--- src/rtl/ebk_pkg.sv ---
`timescale 1ns/1ps
package ebk_pkg;
  localparam int EBK_NCTR = 11;
  localparam int EBK_DW   = 32;

  typedef struct packed {
    logic [EBK_NCTR-1:0] incEn;
    logic [EBK_NCTR-1:0] ldLo;
    logic                ldHi;
    logic [EBK_DW-1:0]   wrData;
  } ebk_strobe_t;
endpackage

--- src/rtl/ebk_id_match.sv ---
`timescale 1ns/1ps
module ebk_id_match #(
  parameter int ID_W = 18
) (
  input  logic            vld,
  input  logic            en,
  input  logic [ID_W-1:0] id,
  input  logic [ID_W-1:0] progId,
  input  logic [ID_W-1:0] mask,
  output logic            hit
);
  assign hit = vld & en & ((id & mask) == (progId & mask));
endmodule

--- src/rtl/ebk_dpath.sv ---
`timescale 1ns/1ps
module ebk_dpath
  import ebk_pkg::*;
#(
  parameter int NCTR = EBK_NCTR,
  parameter int DW   = EBK_DW
) (
  input  logic          clk,
  input  logic          rstN,
  input  ebk_strobe_t   strb,
  output logic [DW-1:0] cntLo [NCTR],
  output logic [DW-1:0] cycHi,
  output logic [NCTR-1:0] msbVec,
  output logic [NCTR-1:0] riseVec
);
  localparam logic [DW-1:0] ALL_ONES = '1;
  localparam logic [DW-1:0] HALF_MAX = {1'b0, {(DW-1){1'b1}}};

  always_ff @(posedge clk or negedge rstN) begin
    if (!rstN)                          cycHi <= '0;
    else if (strb.ldHi)                 cycHi <= strb.wrData;
    else if (strb.ldLo[0])              cycHi <= cycHi;
    else if (strb.incEn[0] && cntLo[0] == ALL_ONES) cycHi <= cycHi + 1'b1;
  end

  for (genvar i = 0; i < NCTR; i++) begin : g_ctr
    logic hiLoad;
    assign hiLoad = (i == 0) ? strb.ldHi : 1'b0;

    always_ff @(posedge clk or negedge rstN) begin
      if (!rstN)                cntLo[i] <= '0;
      else if (strb.ldLo[i])    cntLo[i] <= strb.wrData;
      else if (hiLoad)          cntLo[i] <= cntLo[i];
      else if (strb.incEn[i])   cntLo[i] <= cntLo[i] + 1'b1;
    end

    if (i == 0) begin : g_wide
      assign msbVec[i]  = cycHi[DW-1];
      assign riseVec[i] = strb.incEn[i] & ~strb.ldLo[i] & ~strb.ldHi &
                          (cycHi == HALF_MAX) & (cntLo[i] == ALL_ONES);
    end else begin : g_narrow
      assign msbVec[i]  = cntLo[i][DW-1];
      assign riseVec[i] = strb.incEn[i] & ~strb.ldLo[i] & (cntLo[i] == HALF_MAX);
    end


    load_wins_chk: assert property (@(posedge clk) disable iff (!rstN)
      strb.ldLo[i] |=> cntLo[i] == $past(strb.wrData));


    inc_step_chk: assert property (@(posedge clk) disable iff (!rstN)
      (strb.incEn[i] && !strb.ldLo[i] && !hiLoad) |=> cntLo[i] == $past(cntLo[i]) + 1'b1);


    hold_chk: assert property (@(posedge clk) disable iff (!rstN)
      (!strb.incEn[i] && !strb.ldLo[i] && !hiLoad) |=> $stable(cntLo[i]));
  end
endmodule

--- src/rtl/ebk_ctrl.sv ---
`timescale 1ns/1ps
module ebk_ctrl
  import ebk_pkg::*;
#(
  parameter int NCTR     = EBK_NCTR,
  parameter int DW       = EBK_DW,
  parameter int NUM_REF  = 64,
  parameter int NUM_SPEC = 10,
  parameter int ID_W     = 18,
  parameter int SEL_W    = 7
) (
  input  logic                        clk,
  input  logic                        rstN,
  input  logic                        busWe,
  input  logic [7:0]                  busAddr,
  input  logic [DW-1:0]               busWdata,
  output logic [DW-1:0]               busRdata,
  input  logic [NUM_REF-1:0]          refEvt,
  input  logic [(NCTR-1)*NUM_SPEC-1:0] specEvt,
  input  logic [2:0]                  fltVld,
  input  logic [ID_W-1:0]             fltId [3],
  input  logic [DW-1:0]               cntLo [NCTR],
  input  logic [DW-1:0]               cycHi,
  input  logic [NCTR-1:0]             msbVec,
  input  logic [NCTR-1:0]             riseVec,
  output ebk_strobe_t                 strb,
  output logic                        irq
);
  localparam logic [3:0] SLOT_BASE = 4'd5;
  localparam logic [3:0] NCTR4     = 4'(NCTR);
  localparam logic [SEL_W-1:0] FILT_CODE = SEL_W'(NUM_REF + NUM_SPEC - 1);

  logic gFac, gIe, gFce;
  logic [NCTR-1:0] lcFc, lcCe;
  logic [SEL_W-1:0] lcSel [NCTR];
  logic [2:0] fltEn;
  logic [ID_W-1:0] fltMask, fltProgId;

  logic [3:0] slot;
  logic slotOk, wrGlob, wrCfg1, wrCfg2, hwSet;
  logic [NCTR-1:0] evtHit;
  logic [2:0] fltHit;

  assign slot   = busAddr[7:4] - SLOT_BASE;
  assign slotOk = (busAddr[7:4] >= SLOT_BASE) && (slot < NCTR4);
  assign wrGlob = busWe && busAddr == 8'h40;
  assign wrCfg1 = busWe && busAddr == 8'h00;
  assign wrCfg2 = busWe && busAddr == 8'h04;

  for (genvar f = 0; f < 3; f++) begin : g_flt
    ebk_id_match #(.ID_W(ID_W)) u_match (
      .vld(fltVld[f]), .en(fltEn[f]), .id(fltId[f]),
      .progId(fltProgId), .mask(fltMask), .hit(fltHit[f])
    );
  end

  assign hwSet = gIe & gFce & |(riseVec & lcCe);
  assign irq   = gIe & gFce & |(msbVec & lcCe);

  always_ff @(posedge clk or negedge rstN) begin
    if (!rstN) begin
      gFac <= 1'b0; gIe <= 1'b0; gFce <= 1'b0;
      fltEn <= '0; fltMask <= '0; fltProgId <= '0;
    end else begin
      if (hwSet)       gFac <= 1'b1;
      else if (wrGlob) gFac <= busWdata[31];
      if (wrGlob) begin
        gIe  <= busWdata[30];
        gFce <= busWdata[29];
      end
      if (wrCfg1) begin
        fltEn   <= {busWdata[29], busWdata[30], busWdata[31]};
        fltMask <= busWdata[ID_W-1:0];
      end
      if (wrCfg2) fltProgId <= busWdata[ID_W-1:0];
    end
  end

  for (genvar i = 0; i < NCTR; i++) begin : g_slot
    logic wrLocal;
    assign wrLocal = busWe && slotOk && slot == 4'(i) && busAddr[3:0] == 4'h0;

    always_ff @(posedge clk or negedge rstN) begin
      if (!rstN) begin
        lcFc[i] <= 1'b0; lcCe[i] <= 1'b0; lcSel[i] <= '0;
      end else if (wrLocal) begin
        lcFc[i]  <= busWdata[31];
        lcCe[i]  <= busWdata[26];
        lcSel[i] <= busWdata[16 +: SEL_W];
      end
    end

    if (i == 0) begin : g_cyc
      assign evtHit[i] = 1'b1;
    end else begin : g_evt
      logic [NUM_SPEC-1:0] mySpec;
      logic [SEL_W-1:0]    code;
      logic                specHit;
      assign mySpec = specEvt[(i-1)*NUM_SPEC +: NUM_SPEC];
      assign code   = lcSel[i] - SEL_W'(NUM_REF);
      if (i >= 2 && i <= 4) begin : g_filt
        assign specHit = (lcSel[i] == FILT_CODE) ? fltHit[i-2] : mySpec[code[3:0]];
      end else begin : g_plain
        assign specHit = mySpec[code[3:0]];
      end
      always_comb begin
        if (lcSel[i] < SEL_W'(NUM_REF))       evtHit[i] = refEvt[lcSel[i][5:0]];
        else if (code < SEL_W'(NUM_SPEC))     evtHit[i] = specHit;
        else                                  evtHit[i] = 1'b0;
      end
    end

    assign strb.incEn[i] = ~gFac & ~lcFc[i] & evtHit[i];
    assign strb.ldLo[i]  = busWe && slotOk && slot == 4'(i) && busAddr[3:0] == 4'h8;
  end

  assign strb.ldHi   = busWe && busAddr == 8'h5C;
  assign strb.wrData = busWdata;

  always_comb begin
    busRdata = '0;
    if (busAddr == 8'h00)
      busRdata = {fltEn[0], fltEn[1], fltEn[2], {(DW-3-ID_W){1'b0}}, fltMask};
    else if (busAddr == 8'h04)
      busRdata = {{(DW-ID_W){1'b0}}, fltProgId};
    else if (busAddr == 8'h40)
      busRdata = {gFac, gIe, gFce, {(DW-3){1'b0}}};
    else if (slotOk) begin
      case (busAddr[3:0])
        4'h0: busRdata = {lcFc[slot], 4'b0, lcCe[slot], 3'b0, lcSel[slot], 16'b0};
        4'h8: busRdata = cntLo[slot];
        4'hC: busRdata = (slot == 4'd0) ? cycHi : '0;
        default: busRdata = '0;
      endcase
    end
  end


  freeze_on_ovf_chk: assert property (@(posedge clk) disable iff (!rstN)
    hwSet |=> gFac);


  irq_needs_msb_chk: assert property (@(posedge clk) disable iff (!rstN)
    $rose(irq) |-> (|(msbVec & lcCe)));
endmodule

--- src/rtl/evt_ctr_bank.sv ---
`timescale 1ns/1ps
module evt_ctr_bank
  import ebk_pkg::*;
#(
  parameter int NUM_REF  = 64,
  parameter int NUM_SPEC = 10,
  parameter int ID_W     = 18
) (
  input  logic                              clk,
  input  logic                              rstN,
  input  logic                              busWe,
  input  logic [7:0]                        busAddr,
  input  logic [EBK_DW-1:0]                 busWdata,
  output logic [EBK_DW-1:0]                 busRdata,
  input  logic [NUM_REF-1:0]                refEvt,
  input  logic [(EBK_NCTR-1)*NUM_SPEC-1:0]  specEvt,
  input  logic                              rdTxnVld,
  input  logic [ID_W-1:0]                   rdTxnId,
  input  logic                              wrTxnVld,
  input  logic [ID_W-1:0]                   wrTxnId,
  input  logic                              rdBeatVld,
  input  logic [ID_W-1:0]                   rdBeatId,
  output logic                              irq
);
  ebk_strobe_t strb;
  logic [EBK_DW-1:0] cntLo [EBK_NCTR];
  logic [EBK_DW-1:0] cycHi;
  logic [EBK_NCTR-1:0] msbVec, riseVec;
  logic [ID_W-1:0] fltId [3];

  assign fltId[0] = rdTxnId;
  assign fltId[1] = wrTxnId;
  assign fltId[2] = rdBeatId;

  ebk_ctrl #(.NUM_REF(NUM_REF), .NUM_SPEC(NUM_SPEC), .ID_W(ID_W)) u_ctrl (
    .clk(clk), .rstN(rstN), .busWe(busWe), .busAddr(busAddr),
    .busWdata(busWdata), .busRdata(busRdata), .refEvt(refEvt),
    .specEvt(specEvt), .fltVld({rdBeatVld, wrTxnVld, rdTxnVld}),
    .fltId(fltId), .cntLo(cntLo), .cycHi(cycHi), .msbVec(msbVec),
    .riseVec(riseVec), .strb(strb), .irq(irq)
  );

  ebk_dpath u_dpath (
    .clk(clk), .rstN(rstN), .strb(strb), .cntLo(cntLo), .cycHi(cycHi),
    .msbVec(msbVec), .riseVec(riseVec)
  );
endmodule

--- config.mk ---
export PLATFORM = sky130hd
export DESIGN_NAME = evt_ctr_bank
export DESIGN_NICKNAME = d
export VERILOG_FILES = /design/src/rtl/ebk_pkg.sv /design/src/rtl/ebk_id_match.sv /design/src/rtl/ebk_dpath.sv /design/src/rtl/ebk_ctrl.sv /design/src/rtl/evt_ctr_bank.sv
export SDC_FILE = /design/constraint.sdc
export NUM_CORES = 2
export LEC_CHECK = 0
export BUFFER_PORTS_ARGS = -buffer_cell sky130_fd_sc_hd__buf_2
export CORE_MARGIN = 8
export CORE_UTILIZATION = 35
export CTS_CLUSTER_DIAMETER = 80
export CTS_CLUSTER_SIZE = 10
export DETAILED_ROUTE_END_ITERATION = 10
export GPL_TIMING_DRIVEN = 0
export PLACE_DENSITY = 0.54
export SLEW_MARGIN = 25
export SYNTH_ARGS = -nofsm -noshare
export SYNTH_HDL_FRONTEND = slang
export SYNTH_SLANG_ARGS = --single-unit
--- constraint.sdc ---
create_clock -name clk -period 10.7 [get_ports clk]
set_input_delay 0 -clock clk [delete_from_list [all_inputs] [get_ports clk]]
set_output_delay 0 -clock clk [all_outputs]
set_load 0.02 [all_outputs]
# Word level (Yosys, flattened, before mapping)
# Index checks and enable logic that the tools add are counted.
[word_totals] output_inout_bits=33 regBits=525 word_cells=405 in_bits=264
[op_classes] eq_ne=35 magnitude_cmp=44 n_reduce_logical=60 n_mux=107 addsub=23 bitwise_logic=85
[ops] operator="two-way mux 32 bit" count=33
[ops] operator="adder 32 x 1 -> 32 bit (second input constant)" count=12
[ops] operator="== test 32 x 31 -> 1 bit (second input constant)" count=11
[ops] operator="binary-select mux 32 bit (select 4 bit)" count=1
[ops] operator="case mux 32 bit (3 select lines)" count=1
[ops] operator="AND 18 bit" count=4
[ops] operator="less-than comparator 6 x 7 -> 1 bit (second input constant)" count=10
[ops] operator="less-than comparator 7 x 4 -> 1 bit (second input constant)" count=10
[ops] operator="less-than comparator 7 bit (second input constant)" count=10
[ops] operator="subtractor 7 bit (second input constant)" count=10
[ops] operator="binary-select mux 1 bit (select 6 bit)" count=10
[ops] operator="less-than comparator 4 x 5 -> 1 bit (second input constant)" count=11
[ops] operator="AND 1 bit" count=54
[ops] operator="== test 18 bit" count=3
[ops] operator="binary-select mux 1 bit (select 4 bit)" count=12
[ops] operator="two-way mux 1 bit" count=47
[ops] operator="logical AND 1 bit" count=40
[ops] operator="== test 32 bit (second input constant)" count=1
[ops] operator="binary-select mux 7 bit (select 4 bit)" count=1
[ops] operator="nonzero test 2 bit" count=13
[ops] operator="NOT 1 bit" count=24
[ops] operator="AND 11 bit" count=2
[ops] operator="OR reduction 11 bit" count=2
[ops] operator="== test 7 bit (second input constant)" count=3
[ops] operator="17 further kinds" count=29

# Logic depth before layout (Yosys ltp)
[depth] ltp_word=15 ltp_mapped=18 depth_no_buf=11

# By module
# Synthesis repeated with hierarchy kept, for this count alone.
[hier_totals] hier_cells=4113 area_unflattened_um2=39391.5
[modules_own_cells] module="ebk_dpath" seq_area_each_um2=9609.2 n_inst=1 area_each_um2=21782.1 cells_per_inst=2540
[modules_own_cells] module="ebk_ctrl" seq_area_each_um2=3528.4 n_inst=1 area_each_um2=16817.4 cells_per_inst=1483
[modules_own_cells] module="ebk_id_match" seq_area_each_um2=0.0 n_inst=3 area_each_um2=264.0 cells_per_inst=30

# Least setup slack after synthesis
# No wires, ideal clock.
[synth_timing] path_kind="input-to-output" startpoint="input busAddr[4]" endpoint="output busRdata[30]" arrival_ns=4.357 path_stages=17 path_buffers=9 setup_slack_ns=6.343 t_required_ns=10.700 path_cell_list="clkbuf_1 -> buf_2 -> buf_1 -> inv_2 -> clkbuf_1 -> buf_1 -> ha_1 -> clkbuf_1 -> or4b_2 -> o21ai_0 -> a21o_1 -> clkbuf_1 -> and4_1 -> clkbuf_1 -> clkbuf_1 -> a22oi_1 -> o21ai_0"
[synth_via] elab_chain_len=10 elab_cells_between_ends=18 cone_classes="1 x add/sub; 2 x order compare; 2 x eq/ne; 9 x mux; 1 x bitwise; 3 x reduce/logical"
[synth_rtl] item="start: declaration" line_no="evt_ctr_bank.sv:12" source="input logic [7:0] busAddr,"
[synth_rtl] item="subtractor 4 x 3 -> 4 bit" line_no="ebk_ctrl.sv:44" source="assign slot = busAddr[7:4] - SLOT_BASE;"
[synth_rtl] item="NOT 4 -> 5 bit (not written as such)" line_no="ebk_ctrl.sv:131" source="4'h8: busRdata = cntLo[slot];"
[synth_rtl] item="binary-select mux 32 bit (select 4 bit)" line_no="ebk_ctrl.sv:131"
[synth_rtl] item="two-way mux 32 bit (not written as such) (2 in a row)" line_no="ebk_ctrl.sv:131"
[synth_rtl] item="case mux 32 bit (3 select lines)" line_no="ebk_ctrl.sv:129" source="case (busAddr[3:0])"
[synth_rtl] item="two-way mux 32 bit" line_no="ebk_ctrl.sv:128" source="else if (slotOk) begin"
[synth_rtl] item="two-way mux 32 bit" line_no="ebk_ctrl.sv:126" source="else if (busAddr == 8'h40)"
[synth_rtl] item="two-way mux 32 bit" line_no="ebk_ctrl.sv:124" source="else if (busAddr == 8'h04)"
[synth_rtl] item="two-way mux 32 bit (*)" line_no="ebk_ctrl.sv:122" source="if (busAddr == 8'h00)"
[synth_rtl] item="end: declaration" line_no="evt_ctr_bank.sv:14" source="output logic [EBK_DW-1:0] busRdata,"
# Mark *: on every way between the ends. The rest lies on a longest branch, timed or not. The select of a mux whose other input is x is not followed.

# Worst setup path after layout
[layout_timing] startpoint="input busAddr[4]" endpoint="output busRdata[27]"
# Same word-level chain as after synthesis.

==> qor.yml <==
floorplanning:
  num_rows: 122
  dieWidth_microns: 349.4
  die_area_sq_mm: 0.1221
  start_util_pct: 35.20
  io_pins: 297
  fp.coreArea_sq_mm: 0.1105
  die_h_microns: 349.4
critical_path:
  arrival_ns: 6.93
  ff2ff_path_depth: 11
  worstPathRequired_ns: 10.70
  path_class: "in2out"
  cp-end-kind: "output port"
  start_kind: "input port"
  critPathMaxFanout: 12
global_routing:
  antenna_found_initial: 15
  grt_max_degree: 82
  grt_pass1_vias: 35600
  grt_pass1_wl_mm: 256.1
  gr-total-overflow: 0
  grt_usage_pct: 28.35
finish:
  layout.cells.most_common_list: "dfrtp_1, nor2_1, buf_2"
  fin_nets: 4775
  final_common_cell: "dfrtp_1"
  nFillCells: 11070
  layout-drive-gt1-share_pct: 19.25
  syn_to_final_growth_pct: 14.69
  layout.cells.non_filler: 5999
logic_synthesis:
  synth_edf_count: 0
  syn_nets: 4380
  synth_compound_area_share_pct: 11.69
  syn_area_sq_mm: 0.03890
  synth_top_family_by_area: "multiplexers"
  synth_ff_type: "dfrtp_1"
  yosysTopAreaCellShare_pct: 33.77
  ys.warnings.count: 0
  synthArstFlopShare_pct: 100.0
  synth_xor_area_share_pct: 9.569
  yosysSeqAreaShare_pct: 33.77
  synthTopCellsByArea: "dfrtp_1, mux4_2, xor2_1"
  synth_cell_types: 95
  muxShareOfSynthArea_pct: 22.43
  avgSynthCellArea_sq_um: 9.490
  yosys.area_share.simple_pct: 17.65
  synthAdderAreaFrac_pct: 0.5468
  synth_seq_cells: 525
  synthCells: 4099
  synth_top_area_cell: "dfrtp_1"
placed_design:
  gp_congestion: 1.009
  placedCellCount: 5881
  pre_cts_slack_ns: 3.825
  hpwl_mm: 135.4
  io_buffers: 283
clocking:
  postCtsSetupRepairBufs: 0
  clockRootBuffer: "clkbuf_16"
  clk_latency_ns: 0.70
  tritoncts: "done"
  cts-htree-levels: 2
  cts_buffer_depth: 3
  cts_made_buffers: 60
  path_clk_slew_ns: 0.06
  clock-sinks: 525
sta:
  hold_viol: 0
  finalCritPeriodShare_pct: 64.72
  clock_skew_ns: 0.04322
  relSlewSlack_pct: 19.77
  slew_violations: 0
  setup_viol: 0
  rsz0062_at_grt: "false"
  period_minus_slack_ns: 6.925
  worstMarginPinSlew_ns: 1.192
  fin_ws_ns: 3.775
  max_freq_mhz: 144.4
run_status:
  status: "finished clean"
run:
  cap_violations: 0
drt:
  drt-total-wl_mm: 179.8
  ant_nets: 0
  drt_pass1_iterations: 8
  vias_per_cell: 6.147
  dr.first_iter.drc_count: 5090
  num_vias: 36880
  wire_per_inst_microns: 29.97
  drc_errors: 0
power:
  finalPower_uw: 5969
  p_leak_uw: 0.01773
  power_density_mw_per_mm2: 133.8
  peakVddDrop_mv: 0.1539
hold_path:
  whs_path_depth: 5
  hold_class: "in2reg"
## cells in the mapped netlist (15+ instances only)
cell type  instances
buf_1             28
and2_1            25
xnor2_1          210
nand4_1           82
clkbuf_1         227
dfrtp_1          525
a21oi_1          313
ha_1              17
o22ai_1           58
mux4_2           215
nand3_1          159
inv_1             76
and4_1            34
a22oi_1           62
a31oi_1           38
nor4_1            24
nor2b_1           46
or3_1             16
mux2_2           163
o21a_1            16
nor2_1           491
nor3_1            61
nand2_1          309
and3_1            89
a221oi_1          15
mux2i_1          185
xor2_1           215
buf_2             31
o21ai_0          135
## power breakdown
| group | internal [uW] | leakage [uW] | switching, uW | total (uW) |
|---|---|---|---|---|
| clock | 1040 | 0.000818 | 912 | 1950 |
| combinational | 603 | 0.00989 | 872 | 1480 |
| sequential | 2220 | 0.00702 | 327 | 2550 |
## critical path, stage by stage
cell	delay, ns
buf_2	0.11
clkbuf_1	0.22
buf_2	0.48
buf_2	0.63
inv_2	0.27
clkbuf_1	0.28
buf_1	0.35
ha_1	0.40
clkbuf_1	0.74
clkbuf_2	0.64
clkbuf_1	0.88
mux4_2	0.46
mux2i_1	0.53
o22ai_1	0.37
a22oi_1	0.27
nor2_1	0.06
buf_2	0.17
## metrics by stage
| step | hold WS (ns) | utilization, % | TNS, ns | instance area [sq um] |
|---|---|---|---|---|
| 2_1_floorplan | -0.2956 | - | 0 | 38900 |
| 3_3_place_gp | 0.3504 | 38.17 | -1216.63 | 42180 |
| 3_5_place_dp | -0.1019 | 38.46 | 0 | 42510 |
| 4_1_cts | 0.06176 | 40.31 | 0 | 44550 |
| 5_1_grt | 0.1181 | 40.36 | 0 | 44600 |
| 6_report | 0.09187 | 40.37 | 0 | 44610 |
## routing by layer
metal  up-vias  global-route usage, %  share of wire (%)  wire length (microns)
li1      15680                      -                  -                      -
met1     18500                  37.66                 39                  70340
met2      2190                  42.49                 43                  77850
met3       496                  8.695                 12                  22040
met4        10                  12.55                5.3                   9471
met5         -                      0              0.033                     60
## cell families after synthesis
family	Yosys count
XOR/XNOR	425
flip-flops	525
buffers and inverters	391
AO/OA/AOI/OAI	748
AND/OR/NAND/NOR	1422
multiplexers	571
adder cells (fa/ha/maj)	17
## what timing repair did
item | 4_1_cts | 5_1_grt
hold buffers | 36 | 0
endpoints found under the hold margin | 422 | 0
gates resized for setup | 0 | 0
## path summary, 6_finish.rpt
path / startpoint / to / slack (ns)
worst max-delay path: busAddr[4] / busRdata[27] / 3.77
worst min-delay path: busAddr[3] / u_ctrl.lcCe[0] / 0.09
worst max register to register: u_ctrl.lcSel[60] / u_dpath.cntLo[276] / 5.52
worst min register to register: u_ctrl.lcSel[74] / u_ctrl.lcSel[74] / 0.50
max in group asynchronous: rstN / u_dpath.cntLo[262] / 8.67
min in group asynchronous: rstN / u_ctrl.lcSel[49] / 0.49
## sequential cells by signal (all words and copies together), names as in the netlist
register and count:
u_dpath.cntLo 352, u_ctrl.gIe 1, u_ctrl.gFce 1, u_ctrl.lcFc 11, u_ctrl.lcSel 77, u_ctrl.gFac 1
u_ctrl.lcCe 11, u_ctrl.fltProgId 18, u_ctrl.fltMask 18, u_dpath.cycHi 32, u_ctrl.fltEn 3
## layout make-up
cell class	count	area (sq um)	share of cell area [%]
multi-input cells	3183	24130	54.10
well taps	1488	1862	4.173
plain buffers	312	1413	3.166
flip-flops and latches	525	13140	29.45
clock inverters	5	82.58	0.1851
diodes	7	17.52	0.03926
inverters	79	296.5	0.6647
repair buffers	333	2082	4.667
clock buffers	67	1589	3.562
No activity file was read; power rests on OpenSTA's default activity.
